==> src/rtl/alarm_pkg.sv <==
package alarm_pkg;
  // Control register offsets above the compare registers
  localparam int OFS_ARMED = 0;
  localparam int OFS_RAW   = 1;
  localparam int OFS_EN    = 2;
  localparam int OFS_FRC   = 3;
  localparam int OFS_STAT  = 4;
  localparam int NUM_CTRL  = 5;
endpackage

==> src/rtl/alarm_channel.sv <==
module alarm_channel #(
  parameter int TIME_W = 32
) (
  input  logic              clk,
  input  logic              rst,
  input  logic [TIME_W-1:0] time_lo,
  input  logic              cmp_wr,
  input  logic [TIME_W-1:0] wdata,
  input  logic              disarm,
  output logic              armed,
  output logic [TIME_W-1:0] cmp,
  output logic              fire
);
  logic              armed_q;
  logic [TIME_W-1:0] cmp_q;
  logic              hit;

  assign hit  = (cmp_q == time_lo);
  assign fire = armed_q & hit & ~disarm & ~cmp_wr;

  always_ff @(posedge clk) begin
    if (rst) begin
      armed_q <= 1'b0;
      cmp_q   <= '0;
    end else if (cmp_wr) begin
      cmp_q   <= wdata;
      armed_q <= 1'b1;
    end else if (disarm || fire) begin
      armed_q <= 1'b0;
    end
  end

  assign armed = armed_q;
  assign cmp   = cmp_q;

  // a compare write arms and stores
  a_r1_write_arms: assert property (@(posedge clk) disable iff (rst)
    cmp_wr |=> (armed_q && cmp_q == $past(wdata)));
  // a match on an armed alarm disarms it
  a_r2_fire_disarms: assert property (@(posedge clk) disable iff (rst)
    (armed_q && hit && !disarm && !cmp_wr) |=> !armed_q);
  // no match keeps it armed
  a_r3_no_match_holds: assert property (@(posedge clk) disable iff (rst)
    (armed_q && !hit && !disarm && !cmp_wr) |=> armed_q);
  // disarm write drops the alarm
  a_r4_disarm: assert property (@(posedge clk) disable iff (rst)
    (disarm && !cmp_wr) |=> !armed_q);
endmodule

==> src/rtl/alarm_irq_bank.sv <==
module alarm_irq_bank #(
  parameter int NUM = 4
) (
  input  logic           clk,
  input  logic           rst,
  input  logic [NUM-1:0] fire,
  input  logic [NUM-1:0] raw_clr,
  input  logic           en_we,
  input  logic           frc_we,
  input  logic [NUM-1:0] wbits,
  output logic [NUM-1:0] raw,
  output logic [NUM-1:0] en,
  output logic [NUM-1:0] frc,
  output logic [NUM-1:0] status,
  output logic [NUM-1:0] irq
);
  logic [NUM-1:0] raw_q, en_q, frc_q, irq_q;

  always_ff @(posedge clk) begin
    if (rst) begin
      raw_q <= '0;
      en_q  <= '0;
      frc_q <= '0;
      irq_q <= '0;
    end else begin
      raw_q <= (raw_q & ~raw_clr) | fire;
      if (en_we)  en_q  <= wbits;
      if (frc_we) frc_q <= wbits;
      irq_q <= status;
    end
  end

  assign status = (raw_q & en_q) | frc_q;
  assign raw    = raw_q;
  assign en     = en_q;
  assign frc    = frc_q;
  assign irq    = irq_q;

  // a fire latches its raw flag
  a_r2_fire_sets_raw: assert property (@(posedge clk) disable iff (rst)
    (|fire) |=> ((raw_q & $past(fire)) == $past(fire)));
  // a clear with no fire leaves the flag low
  a_r6_w1c_clears: assert property (@(posedge clk) disable iff (rst)
    (|(raw_clr & ~fire)) |=> ((raw_q & $past(raw_clr & ~fire)) == '0));
  // a forced bit reaches the interrupt line
  a_r7_force_drives_irq: assert property (@(posedge clk) disable iff (rst)
    (|frc_q) |=> ((irq_q & $past(frc_q)) == $past(frc_q)));
endmodule

==> src/rtl/cmp_alarm_bank.sv <==
module cmp_alarm_bank #(
  parameter int NUM_ALARMS = 4,
  parameter int TIME_W     = 32,
  parameter int ADDR_W     = 4
) (
  input  logic                  clk,
  input  logic                  rst,
  input  logic [TIME_W-1:0]     time_lo,
  input  logic                  lock,
  input  logic                  wr_en,
  input  logic [ADDR_W-1:0]     wr_addr,
  input  logic [TIME_W-1:0]     wr_data,
  input  logic                  rd_en,
  input  logic [ADDR_W-1:0]     rd_addr,
  output logic [TIME_W-1:0]     rd_data,
  output logic                  rd_valid,
  output logic [NUM_ALARMS-1:0] irq_o
);
  import alarm_pkg::*;

  localparam logic [ADDR_W-1:0] A_ARMED = ADDR_W'(NUM_ALARMS + OFS_ARMED);
  localparam logic [ADDR_W-1:0] A_RAW   = ADDR_W'(NUM_ALARMS + OFS_RAW);
  localparam logic [ADDR_W-1:0] A_EN    = ADDR_W'(NUM_ALARMS + OFS_EN);
  localparam logic [ADDR_W-1:0] A_FRC   = ADDR_W'(NUM_ALARMS + OFS_FRC);
  localparam logic [ADDR_W-1:0] A_STAT  = ADDR_W'(NUM_ALARMS + OFS_STAT);

  logic                  wr_ok;
  logic [NUM_ALARMS-1:0] armed, fire, raw, en, frc, status;
  logic [NUM_ALARMS-1:0] wbits;
  logic [TIME_W-1:0]     cmp_arr [NUM_ALARMS];
  logic [TIME_W-1:0]     rd_mux;
  logic [TIME_W-1:0]     rd_q;
  logic                  rd_v_q;

  assign wr_ok = wr_en & ~lock;
  assign wbits = wr_data[NUM_ALARMS-1:0];

  for (genvar i = 0; i < NUM_ALARMS; i++) begin : g_ch
    alarm_channel #(.TIME_W(TIME_W)) u_ch (
      .clk     (clk),
      .rst     (rst),
      .time_lo (time_lo),
      .cmp_wr  (wr_ok && (wr_addr == ADDR_W'(i))),
      .wdata   (wr_data),
      .disarm  (wr_ok && (wr_addr == A_ARMED) && wbits[i]),
      .armed   (armed[i]),
      .cmp     (cmp_arr[i]),
      .fire    (fire[i])
    );
  end

  alarm_irq_bank #(.NUM(NUM_ALARMS)) u_irq (
    .clk     (clk),
    .rst     (rst),
    .fire    (fire),
    .raw_clr ((wr_ok && wr_addr == A_RAW) ? wbits : '0),
    .en_we   (wr_ok && wr_addr == A_EN),
    .frc_we  (wr_ok && wr_addr == A_FRC),
    .wbits   (wbits),
    .raw     (raw),
    .en      (en),
    .frc     (frc),
    .status  (status),
    .irq     (irq_o)
  );

  always_comb begin
    rd_mux = '0;
    for (int i = 0; i < NUM_ALARMS; i++) begin
      if (rd_addr == ADDR_W'(i)) rd_mux = cmp_arr[i];
    end
    if (rd_addr == A_ARMED) rd_mux = TIME_W'(armed);
    if (rd_addr == A_RAW)   rd_mux = TIME_W'(raw);
    if (rd_addr == A_EN)    rd_mux = TIME_W'(en);
    if (rd_addr == A_FRC)   rd_mux = TIME_W'(frc);
    if (rd_addr == A_STAT)  rd_mux = TIME_W'(status);
  end

  always_ff @(posedge clk) begin
    if (rst) begin
      rd_q   <= '0;
      rd_v_q <= 1'b0;
    end else begin
      rd_v_q <= rd_en;
      if (rd_en) rd_q <= rd_mux;
    end
  end

  assign rd_data  = rd_q;
  assign rd_valid = rd_v_q;

  // locked writes leave enable/force alone and arm nothing
  a_r8_lock_blocks: assert property (@(posedge clk) disable iff (rst)
    (lock && wr_en) |=> ($stable(en) && $stable(frc) && ((armed & ~$past(armed)) == '0)));
  // valid follows the strobe
  a_r10_rd_valid: assert property (@(posedge clk) disable iff (rst)
    rd_en |=> rd_valid);
endmodule

==> config.mk <==
export PLATFORM = sky130hd
export DESIGN_NAME = cmp_alarm_bank
export DESIGN_NICKNAME = d
export VERILOG_FILES = /design/src/rtl/alarm_pkg.sv /design/src/rtl/alarm_channel.sv /design/src/rtl/alarm_irq_bank.sv /design/src/rtl/cmp_alarm_bank.sv
export SDC_FILE = /design/constraint.sdc
export NUM_CORES = 1
export LEC_CHECK = 0
export BUFFER_PORTS_ARGS = -buffer_cell sky130_fd_sc_hd__buf_4
export CORE_MARGIN = 5
export CORE_UTILIZATION = 45
export DETAILED_ROUTE_END_ITERATION = 10
export HOLD_SLACK_MARGIN = 0.08
export PLACE_DENSITY = 0.76
export REMOVE_ABC_BUFFERS = 1
export SLEW_MARGIN = 10
export SYNTH_ARGS = -nofsm -noshare
export SYNTH_HDL_FRONTEND = slang
export SYNTH_HIERARCHICAL = 1
export SYNTH_SLANG_ARGS = --single-unit
==> constraint.sdc <==
create_clock -name clk -period 2.2 [get_ports clk]
set_input_delay 0.44 -clock clk [delete_from_list [all_inputs] [get_ports clk]]
set_output_delay 0.44 -clock clk [all_outputs]
set_load 0.01 [all_outputs]
==> results of run 1 <==
==> cell type report <==
cell class	instances	area [µm²]	area share [%]
Multi-Input combinational cell	636	5020	46.2
Sequential cell	181	3620	33.4
Timing Repair Buffer	150	1210	11.2
Clock buffer	18	439	4.05
Tap cell	265	332	3.06
Clock inverter	13	156	1.44
Inverter	18	67.6	0.623
==> Yosys cell counts, types with 12 or more instances <==
cell        n
mux4_2     26
a22o_1     20
a21oi_1    22
nor4_1     32
inv_1      17
clkbuf_1   14
mux2i_1   144
nand2b_1   12
o21ai_0    12
dfxtp_1   181
xnor2_1    12
nor2_1    153
buf_2      24
xor2_1    116
==> kinds of logic after synthesis <==
logic type	after synthesis	synth area share [%]
buffers and inverters	71	4.11
and+or+nand+nor	252	13.4
AOI/OAI and AO/OA	84	6.50
xor gates and xnor gates	128	12.5
muxes	172	23.2
DFF	181	40.4
==> power breakdown <==
group	leakage, nW	internal, mW	switching [mW]
Combinational	2.55	0.271	0.357
Clock	0.292	1.81	1.29
Sequential	1.46	3.30	0.0203
==> worst min-delay path: cells and delay by family <==
family | cells | cell delay (ns)
and+or+nand+nor | 1 | 0.07
muxes | 1 | 0.06
buffers and inverters | 1 | 0.10
==> sequential cells by signal, summed over array words and instances (netlist names) <==
signal / cells
u_irq/raw: 4
u_irq/en: 4
rd_data: 32
u_irq/frc: 4
rd_valid: 1
g_ch.u_ch/armed: 4
u_irq/irq: 4
g_ch.u_ch/cmp: 128
==> per-layer routing <==
| metal | track usage (%) | routed length [µm] |
|---|---|---|
| met5 | 0 | 0 |
| met4 | 8.11 | 704 |
| met3 | 4.22 | 1580 |
| met2 | 34.2 | 11100 |
| met1 | 27.0 | 10400 |
==> metrics by stage <==
step | setup WS (ns) | power, mW | util (%) | hold WS [ns] | setup TNS, ns
2_1_floorplan | -2.34 | 3.62 | - | 0.456 | -177.16
3_3_place_gp | 0.184 | 4.01 | 52.5 | 0.465 | 0
3_5_place_dp | 0.152 | 4.01 | 52.5 | 0.468 | 0
4_1_cts | 0.377 | 7.08 | 55.6 | 0.265 | 0
5_1_grt | 0.299 | 7.29 | 55.6 | 0.272 | 0
6_report | 0.384 | 7.05 | 55.6 | 0.276 | 0
==> path summary, 6_finish.rpt <==
path,from,to,slack [ns],cells past startpoint
hold / removal,wr_data[7],g_ch[2].u_ch/cmp[7]$_SDFFE_PP0P_,0.28,3
setup reg to reg,g_ch[3].u_ch/cmp[31]$_SDFFE_PP0P_,u_irq/raw[3]$_SDFF_PP0_,0.38,7
setup / recovery,g_ch[3].u_ch/cmp[31]$_SDFFE_PP0P_,u_irq/raw[3]$_SDFF_PP0_,0.38,7
hold reg to reg,rd_data[0]$_SDFFE_PP0P_,rd_data[0]$_SDFFE_PP0P_,0.48,2
==> metrics.md, run 1 <==
| Metric | Value |
|---|---|
| Status | `finished, final reports clean` |
| Buf/Inv on CP | `2` |
| CP Launch Type | `flip-flop` |
| Detailed Place HPWL | `16800 µm` |
| Max VDD drop | `0.591 mV` |
| Post-route DRC | `0` |
| RD Place Congestion | `0.894` |
| Gates resized, CTS repair | `0` |
| Max-cap violations | `0` |
| GRT Overall Usage | `20.8%` |
| Post-Place Cell Area | `0.0103 mm²` |
| Most used DFF post-synth | `dfxtp_1` |
| Inst Count DP | `1250` |
| Via density | `5.42` |
| Mapped Area | `0.00898 mm²` |
| First-pass GRT wire length | `36800 µm` |
| Power Density | `649 mW/mm²` |
| Crit path cell chain | `xor2_1 > nor4_1 > buf_4 > nand4_1 > nor4_1 > inv_1 > a21oi_1` |
| IO Port Bufs | `113` |
| Layout area overhead | `20.9%` |
| Synth Warn # | `6` |
| Most common cell after layout, fill and taps aside | `dfxtp_1` |
| Largest net degree at the start of global routing | `134` |
| Fmax | `0.551 GHz` |
| FF+latch count, synth | `181` |
| Fillers | `1734` |
| Tmin final | `1.82 ns` |
| CTS H-tree depth | `4` |
| CTS tree | `done` |
| Initial Util | `46.0%` |
| Critical-path top delay cell | `nor4_1` |
| Vias in the first global route | `6936` |
| Core area | `0.0195 mm²` |
| CP Max Fanout | `3` |
| DR vias | `6942` |
| Final hold violation count | `0` |
| Initial antenna violation count | `0` |
| Hold buffers post-CTS | `0` |
| Non-Filler Instances | `1281` |
| Setup bufs post-CTS | `0` |
| Ports | `114` |
| Kind of critical path | `reg2reg` |
| Slew @ Worst Pin | `0.582 ns` |
| Endpoints failing setup | `0` |
| N_diodes | `0` |
| Worst-skew pair later-pin latency | `0.43 ns` |
| Post-synthesis async set-or-reset flop share | `0%` |
| Ranking of synthesized cells by area | `dfxtp_1, mux2i_1, xor2_1` |
| Synth Area per Inst | `10.1 µm²` |
| Final setup skew | `0.00644 ns` |
| Leak pwr | `4.31 nW` |
| Post-Syn Instances | `888` |
| Final wirelength | `23800 µm` |
| Hold Crit Class | `in2reg` |
| CP delay by family, top | `simple AND/OR/NAND/NOR gates` |
| Synth area leader | `dfxtp_1` |
| Rel. slew slack | `61.2%` |
| Worst endpoint data arrival time | `2.18 ns` |
| Most common cell on crit path | `nor4_1` |
| Final Cycle Share | `82.5%` |
| Layout cells sized above 1 | `22.3%` |
| Post-route ant nets | `0` |
| Drt pass-1 iters | `5` |
| Die X | `151 µm` |
| Area fraction of the dominant cell type after synthesis | `40.4%` |
| Total clock buffers created by CTS | `17` |
| Clock-pin slew on the worst setup and hold paths | `0.07 ns` |
| Clk buf depth | `2` |
| Row count | `51` |
| Die area | `0.0229 mm²` |
| Seq/Total Area, Yosys | `40.4%` |
| Synth cell types | `40` |
| Initial drt markers | `409` |
| Pins Over Slew Limit | `0` |
| Routed len/inst | `18.5 µm` |
| Clock sink total | `181` |
| Number of flops mapped to enable cells by yosys | `0` |
| Die height | `151 µm` |
| Max incr delay on CP | `0.49 ns` |
| Design area | `0.0108 mm²` |
| CP Data Required Time | `2.56 ns` |
| Most frequent cells in the layout | `dfxtp_1, nor2_1, mux2i_1` |
| CTS Root Cell | `clkbuf_16` |
| Crit path capture type | `flip-flop` |
| RSZ-0062 raised after global routing | `false` |
| Overflow after GRT | `0` |
| Fin nets | `1081` |
No activity file was read; power rests on OpenSTA's default activity.
==> run 2, diff against run 1 <==
--- a/config.mk
+++ b/config.mk
@@ -5,12 +5,13 @@
 export SDC_FILE = /design/constraint.sdc
 export NUM_CORES = 1
 export LEC_CHECK = 0
+export ABC_AREA = 1
 export BUFFER_PORTS_ARGS = -buffer_cell sky130_fd_sc_hd__buf_4
 export CORE_MARGIN = 5
 export CORE_UTILIZATION = 45
 export DETAILED_ROUTE_END_ITERATION = 10
 export HOLD_SLACK_MARGIN = 0.08
-export PLACE_DENSITY = 0.76
+export PLACE_DENSITY = 0.75
 export REMOVE_ABC_BUFFERS = 1
 export SLEW_MARGIN = 10
 export SYNTH_ARGS = -nofsm -noshare
==> constraint.sdc (replaced) <==
create_clock -name clk -period 1.89 [get_ports clk]
set_input_delay 0.378 -clock clk [delete_from_list [all_inputs] [get_ports clk]]
set_output_delay 0.378 -clock clk [all_outputs]
set_load 0.01 [all_outputs]
==> metrics.md, run 2 <==
| Metric | Value |
|---|---|
| Area fraction of the dominant cell type after synthesis | `37.5% (was 40.4%)` |
| Vias in the first global route | `9635 (was 6936)` |
| Fmax | `0.635 GHz (was 0.551 GHz)` |
| Core area | `0.0211 mm² (was 0.0195 mm²)` |
| Number of flops mapped to enable cells by yosys | `0 (unchanged)` |
| Die height | `156 µm (was 151 µm)` |
| Overflow after GRT | `0 (unchanged)` |
| Endpoints failing setup | `0 (unchanged)` |
| Max incr delay on CP | `0.36 ns (was 0.49 ns)` |
| Total power | `8.86 mW (was 7.05 mW)` |
| Post-Syn Instances | `1516 (was 888)` |
| Clock sink total | `181 (unchanged)` |
| Kind of critical path | `reg2reg (unchanged)` |
| Leak pwr | `5.12 nW (was 4.31 nW)` |
| Layout Utilization | `55.0% (was 55.6%)` |
| Post-route ant nets | `0 (unchanged)` |
| Routed len/inst | `16.5 µm (was 18.5 µm)` |
| DR vias | `10200 (was 6942)` |
| Combinational power share | `10.9% (was 8.9%)` |
| Final wirelength | `31400 µm (was 23800 µm)` |
| Layout cells sized above 1 | `13.2% (was 22.3%)` |
| Mapped Area | `0.00965 mm² (was 0.00898 mm²)` |
| Clock-pin slew on the worst setup and hold paths | `0.07 ns (about the same)` |
| GRT Overall Usage | `25.6% (was 20.8%)` |
| Power Density | `764 mW/mm² (was 649 mW/mm²)` |
| Setup bufs post-CTS | `0 (unchanged)` |
| Pins Over Slew Limit | `0 (unchanged)` |
| Max-cap violations | `0 (unchanged)` |
| Rel. slew slack | `67.2% (was 61.2%)` |
| Hold buffers post-CTS | `0 (unchanged)` |
| Hold path start | `wr_data[16] (was wr_data[7])` |
| RSZ-0062 raised after global routing | `false (unchanged)` |
| Most frequent cells in the layout | `nand2_1, nor2_1, inv_1 (was dfxtp_1, nor2_1, mux2i_1)` |
| Ranking of synthesized cells by area | `dfxtp_1, nand2_1, nor2_1 (was dfxtp_1, mux2i_1, xor2_1)` |
| Slew @ Worst Pin | `0.488 ns (was 0.582 ns)` |
| FF+latch count, synth | `181 (unchanged)` |
| Via density | `5.34 (was 5.42)` |
| CTS Root Cell | `clkbuf_16 (unchanged)` |
| Largest net degree at the start of global routing | `52 (was 134)` |
| Most used DFF post-synth | `dfxtp_1 (unchanged)` |
| Final Cycle Share | `83.3% (was 82.5%)` |
| Status | `finished, final reports clean (unchanged)` |
| Crit. Startpoint | `g_ch[1].u_ch/cmp[3]$_SDFFE_PP0P_ (was g_ch[3].u_ch/cmp[31]$_SDFFE_PP0P_)` |
| Synth top cells by count | `nand2_1, nor2_1, inv_1, dfxtp_1, o21ai_0 (was dfxtp_1, nor2_1, mux2i_1, xor2_1, nor4_1)` |
| Max reg flops | `128 (unchanged)` |
| Psw | `2.22 mW (was 1.67 mW)` |
| Worst-skew pair later-pin latency | `0.44 ns (was 0.43 ns)` |
| Fin nets | `1697 (was 1081)` |
| Seq/Total Area, Yosys | `37.5% (was 40.4%)` |
| Final setup skew | `0.00864 ns (was 0.00644 ns)` |
| CTS H-tree depth | `4 (unchanged)` |
| Die X | `156 µm (was 151 µm)` |
| Most common cell after layout, fill and taps aside | `nand2_1 (was dfxtp_1)` |
| Internal power | `6.64 mW (was 5.38 mW)` |
| Total clock buffers created by CTS | `17 (unchanged)` |
| CP delay by family, top | `simple AND/OR/NAND/NOR gates (unchanged)` |
| Initial drt markers | `898 (was 409)` |
| Detailed Place HPWL | `21400 µm (was 16800 µm)` |
| Layout area overhead | `20.1% (was 20.9%)` |
| Clk network pwr share | `45.1% (was 44.0%)` |
| CP Max Fanout | `3 (unchanged)` |
| Buf/Inv on CP | `2 (unchanged)` |
| Critical-path top delay cell | `dfxtp_1 (was nor4_1)` |
| Clk buf depth | `2 (unchanged)` |
| Final hold violation count | `0 (unchanged)` |
| Drt pass-1 iters | `6 (was 5)` |
| IO Port Bufs | `113 (unchanged)` |
| Gates resized, CTS repair | `0 (unchanged)` |
| CP Launch Type | `flip-flop (unchanged)` |
| Crit path cell chain | `inv_1 > nand2_1 > nand2_1 > nor2_1 > nand2_1 > nor2_1 > nand3_1 > nor3_2 > inv_1 > a21oi_1 (was xor2_1 > nor4_1 > buf_4 > nand4_1 > nor4_1 > inv_1 > a21oi_1)` |
| Synth cell types | `25 (was 40)` |
| Post-synthesis async set-or-reset flop share | `0% (unchanged)` |
| Synth area leader | `dfxtp_1 (unchanged)` |
| N_diodes | `0 (unchanged)` |
| First-pass GRT wire length | `49700 µm (was 36800 µm)` |
| RD Place Congestion | `0.907 (was 0.894)` |
| Crit path capture type | `flip-flop (unchanged)` |
| Hold Crit Class | `in2reg (unchanged)` |
| CTS tree | `done (unchanged)` |
| Sequential share of power | `44.0% (was 47.1%)` |
| Synth Warn # | `6 (unchanged)` |
| RR Startpoint | `g_ch[1].u_ch/cmp[3]$_SDFFE_PP0P_ (was g_ch[3].u_ch/cmp[31]$_SDFFE_PP0P_)` |
| Most common cell on crit path | `nand2_1 (was nor4_1)` |
| Row count | `53 (was 51)` |
| Worst endpoint data arrival time | `1.94 ns (was 2.18 ns)` |
| Initial Util | `45.8% (was 46.0%)` |
| Switch share | `25.1% (was 23.6%)` |
| CP Data Required Time | `2.26 ns (was 2.56 ns)` |
| Initial antenna violation count | `0 (unchanged)` |
| Most frequent cell after synthesis | `nand2_1 (was dfxtp_1)` |
| Tmin final | `1.57 ns (was 1.82 ns)` |
| Max VDD drop | `0.663 mV (was 0.591 mV)` |
| Ports | `114 (unchanged)` |
| Die area | `0.0245 mm² (was 0.0229 mm²)` |
| Synth Area per Inst | `6.37 µm² (was 10.1 µm²)` |
| Post-route DRC | `0 (unchanged)` |
## run 2: tightest hold or removal path: cells and delay by family
kind,cells,cell delay [ns]
simple gates,2,0.12
buf+inv,1,0.10
## run 2: cell families (layout without fill, tap and decap cells)
| logic type | count (synthesis) | in the layout | synth area share [%] |
|---|---|---|---|
| AND/OR/NAND/NOR | 694 | 694 | 29.4 |
| AO/OA/AOI/OAI | 331 | 331 | 18.0 |
| buffers and inverters | 266 | 383 | 11.1 |
| flip-flops | 181 | 181 | 37.5 |
| XOR/XNOR | 44 | 44 | 3.99 |
## run 2: final cells by class
type,count,area [µm²]
tap,275,344
sequential,181,3620
clock inverter,13,204
multi-input combinational,1069,4960
clock buffer,19,453
inverter,197,749
timing repair buffer,154,1260
fill,2087,9500
## run 2: per-layer routing
| layer | up-vias | share of wire, % | wire length, µm | GRT usage [%] |
|---|---|---|---|---|
| li1 | 5030 | - | - | - |
| met1 | 4650 | 42 | 13100 | 33.0 |
| met3 | 66 | 8.2 | 2570 | 4.84 |
| met2 | 449 | 48 | 15000 | 42.5 |
| met5 | - | 0 | 0 | 0 |
| met4 | 0 | 2.4 | 767 | 9.67 |
## run 2: per-stage QoR
| stage | setup slack, ns | hold WS [ns] | area [µm²] | setup TNS, ns | instances |
|---|---|---|---|---|---|
| 2_1_floorplan | -0.476 | 0.446 | 9340 | -27.02 | 1447 |
| 6_report | 0.315 | 0.194 | 11600 | 0 | 1908 |
| 3_5_place_dp | 0.155 | 0.456 | 10900 | 0 | 1876 |
| 3_3_place_gp | 0.179 | 0.455 | 10900 | 0 | 1876 |
| 4_1_cts | 0.362 | 0.182 | 11600 | 0 | 1908 |
| 5_1_grt | 0.158 | 0.186 | 11600 | 0 | 1908 |
## run 2: path summary, 6_finish.rpt
check,end,slack (ns),depth (start not counted)
setup reg to reg,u_irq/raw[1]$_SDFF_PP0_,0.32,10
hold reg to reg,rd_data[7]$_SDFFE_PP0P_,0.46,2
hold / removal,g_ch[2].u_ch/cmp[16]$_SDFFE_PP0P_,0.19,3
setup / recovery,u_irq/raw[1]$_SDFF_PP0_,0.32,10
## run 2: power groups by stage
stage | combinational (mW) | sequential, mW | clock [mW]
after global routing | 1.05 | 3.90 | 4.19
after CTS | 0.949 | 3.90 | 4.03
after floorplan | 0.426 | 3.98 | 0
final | 0.962 | 3.90 | 4.00
after global placement | 0.931 | 3.99 | 0
after detailed placement | 0.943 | 3.99 | 0
==> run 3, diff against run 2 <==
--- a/config.mk
+++ b/config.mk
@@ -5,13 +5,13 @@
 export SDC_FILE = /design/constraint.sdc
 export NUM_CORES = 1
 export LEC_CHECK = 0
-export ABC_AREA = 1
+export ABC_AREA = 0
 export BUFFER_PORTS_ARGS = -buffer_cell sky130_fd_sc_hd__buf_4
 export CORE_MARGIN = 5
 export CORE_UTILIZATION = 45
 export DETAILED_ROUTE_END_ITERATION = 10
 export HOLD_SLACK_MARGIN = 0.08
-export PLACE_DENSITY = 0.75
+export PLACE_DENSITY = 0.78
 export REMOVE_ABC_BUFFERS = 1
 export SLEW_MARGIN = 10
 export SYNTH_ARGS = -nofsm -noshare
==> constraint.sdc (replaced) <==
create_clock -name clk -period 1.4 [get_ports clk]
set_input_delay 0.28 -clock clk [delete_from_list [all_inputs] [get_ports clk]]
set_output_delay 0.28 -clock clk [all_outputs]
set_load 0.01 [all_outputs]
==> metrics.md, run 3 (synthesized netlist as in run 1, its figures left out) <==
| Metric | Value |
|---|---|
| Die area | `0.0229 mm² (was 0.0245 mm²)` |
| CP Max Fanout | `2 (was 3)` |
| Final Cycle Share | `135% (was 83.3%)` |
| Clock sink total | `181 (unchanged)` |
| Worst endpoint data arrival time | `2.26 ns (was 1.94 ns)` |
| Most common cell on crit path | `nor4_2 (was nand2_1)` |
| First-pass GRT wire length | `41800 µm (was 49700 µm)` |
| Power Density | `946 mW/mm² (was 764 mW/mm²)` |
| Die height | `151 µm (was 156 µm)` |
| Total power | `11.6 mW (was 8.86 mW)` |
| Final setup skew | `0.00895 ns (was 0.00864 ns)` |
| Largest net degree at the start of global routing | `43 (was 52)` |
| Initial drt markers | `484 (was 898)` |
| DR vias | `7556 (was 10200)` |
| CTS tree | `done (unchanged)` |
| CP Launch Type | `flip-flop (unchanged)` |
| Most frequent cells in the layout | `buf_4, dfxtp_1, nor2_1 (was nand2_1, nor2_1, inv_1)` |
| Total clock buffers created by CTS | `17 (unchanged)` |
| Via density | `5.35 (was 5.34)` |
| Post-Place Cell Area | `0.0113 mm² (was 0.0109 mm²)` |
| Clock-pin slew on the worst setup and hold paths | `0.07 ns (about the same)` |
| Final worst hold slack | `0.107 ns (was 0.194 ns)` |
| Drt pass-1 iters | `5 (was 6)` |
| Crit path capture type | `flip-flop (unchanged)` |
| Fin nets | `1212 (was 1697)` |
| Clk buf depth | `2 (unchanged)` |
| Core area | `0.0195 mm² (was 0.0211 mm²)` |
| N_diodes | `0 (unchanged)` |
| CP delay by family, top | `simple AND/OR/NAND/NOR gates (unchanged)` |
| GRT Overall Usage | `23.5% (was 25.6%)` |
| Leak pwr | `5.09 nW (was 5.12 nW)` |
| Max reg flops | `128 (unchanged)` |
| RSZ-0062 raised after global routing | `true (was false)` |
| Crit path cell chain | `xor2_2 > nor4_2 > buf_4 > nand4_1 > nor4_2 > inv_1 > a21oi_2 (was inv_1 > nand2_1 > nand2_1 > nor2_1 > nand2_1 > nor2_1 > nand3_1 > nor3_2 > inv_1 > a21oi_1)` |
| Layout area overhead | `36.3% (was 20.1%)` |
| IO Port Bufs | `113 (unchanged)` |
| Max-cap violations | `0 (unchanged)` |
| Kind of critical path | `reg2reg (unchanged)` |
| RD Place Congestion | `0.896 (was 0.907)` |
| Worst-skew pair later-pin latency | `0.44 ns (about the same)` |
| Routed len/inst | `18.9 µm (was 16.5 µm)` |
| Final setup margin | `-0.493 ns (was 0.315 ns)` |
| Hold Crit Class | `in2reg (unchanged)` |
| Fmax | `0.528 GHz (was 0.635 GHz)` |
| Tmin final | `1.89 ns (was 1.57 ns)` |
| Pins Over Slew Limit | `0 (unchanged)` |
| Initial Util | `46.0% (was 45.8%)` |
| Status | `finished with violations (was finished, final reports clean)` |
| Max incr delay on CP | `0.36 ns (about the same)` |
| Overflow after GRT | `0 (unchanged)` |
| Final hold violation count | `0 (unchanged)` |
| Pre-CTS setup slack | `-0.486 ns (was 0.155 ns)` |
| Vias in the first global route | `7906 (was 9635)` |
| Detailed Place HPWL | `18800 µm (was 21400 µm)` |
| Max VDD drop | `0.938 mV (was 0.663 mV)` |
| FF/Latch Area | `0.00364 mm² (was 0.00362 mm²)` |
| Failing checks | `negative setup slack` |
| Final wirelength | `26600 µm (was 31400 µm)` |
| Post-route DRC | `0 (unchanged)` |
| Fin Setup TNS | `-2.12 ns (was 0 ns)` |
| Fillers | `1529 (was 2087)` |
| Critical-path top delay cell | `nor4_2 (was dfxtp_1)` |
| Rel. slew slack | `72.6% (was 67.2%)` |
| Layout cells sized above 1 | `35.0% (was 13.2%)` |
| Multi-input logic area | `0.00521 mm² (was 0.00496 mm²)` |
| Row count | `51 (was 53)` |
| Slew @ Worst Pin | `0.408 ns (was 0.488 ns)` |
| Most common cell after layout, fill and taps aside | `buf_4 (was nand2_1)` |
| CTS Root Cell | `clkbuf_16 (unchanged)` |
| Die X | `151 µm (was 156 µm)` |
| CP Data Required Time | `1.77 ns (was 2.26 ns)` |
| CTS H-tree depth | `4 (unchanged)` |
| Initial antenna violation count | `0 (unchanged)` |
| Post-route ant nets | `0 (unchanged)` |
| Ports | `114 (unchanged)` |
| Design area | `0.0122 mm² (was 0.0116 mm²)` |
| Buf/Inv on CP | `2 (unchanged)` |
| Endpoints failing setup | `8 (was 0)` |
[run 3: changes by cell type in the layout (fill, tap and decap cells not counted), sizes merged, moves of 32 or more]
| cell | previous run | this run |
|---|---|---|
| a21oi | 143 | 24 |
| buf | 154 | 280 |
| inv | 195 | 22 |
| mux2i | 0 | 144 |
| nand2 | 324 | 9 |
| nand3 | 112 | 5 |
| nor2 | 243 | 162 |
| nor4 | 0 | 32 |
| o21ai | 156 | 12 |
| xor2 | 4 | 116 |
[run 3: final cells by class]
cell class / instances / share of cell area [%]
sequential: 181 / 29.8
clock buffer: 18 / 3.51
timing repair buffer: 281 / 19.2
multi-input combinational: 636 / 42.6
tap: 265 / 2.71
inverter: 18 / 0.552
clock inverter: 14 / 1.62
[run 3: path summary, 6_finish.rpt]
path                               startpoint                                 to  slack, ns  cells past startpoint
min reg2reg           rd_data[0]$_SDFFE_PP0P_            rd_data[0]$_SDFFE_PP0P_       0.48                      2
min                               wr_data[17]  g_ch[2].u_ch/cmp[17]$_SDFFE_PP0P_       0.11                      3
max reg2reg  g_ch[3].u_ch/cmp[0]$_SDFFE_PP0P_            u_irq/raw[3]$_SDFF_PP0_      -0.49                      7
max          g_ch[3].u_ch/cmp[0]$_SDFFE_PP0P_            u_irq/raw[3]$_SDFF_PP0_      -0.49                      7
[run 3: through the flow]
| stage | util [%] | instances |
|---|---|---|
| after global routing | 62.7 | 1413 |
| after floorplan | - | 835 |
| after detailed placement | 58.1 | 1379 |
| after CTS | 62.0 | 1412 |
| final | 62.7 | 1413 |
| after global placement | 58.1 | 1379 |
[run 3: routing by layer]
| layer | global-route usage [%] | routed length (µm) | part of all wire (%) |
|---|---|---|---|
| met5 | 0 | 0 | 0 |
| met4 | 9.84 | 706 | 2.6 |
| met3 | 5.00 | 1650 | 6.2 |
| met2 | 39.4 | 13300 | 50 |
| met1 | 29.4 | 11000 | 41 |
[run 3: timing repair]
item,in CTS,in global routing
gates cloned,0,0
endpoints found under the setup margin,8,52
hold buffers,1,0
hold endpoints to repair,1,0
gates resized for setup,25,31
setup buffers,0,1
pin swaps,14,19
[run 3: report_power, final]
| part | leakage, nW | switching [mW] | total, mW | internal (mW) |
|---|---|---|---|---|
| clock network | 0.307 | 2.18 | 5.19 | 3.02 |
| logic | 3.31 | 0.639 | 1.18 | 0.537 |
| registers | 1.47 | 0.0275 | 5.21 | 5.18 |
| total | 5.09 | 2.84 | 11.6 | 8.74 |
[run 3: worst reg2reg max path, cell delays in order, from the launching register on]
cell,delay (ns)
dfxtp_2,0.34
xor2_2,0.16
nor4_2,0.36
buf_4,0.17
nand4_1,0.20
nor4_2,0.33
inv_1,0.11
a21oi_2,0.16
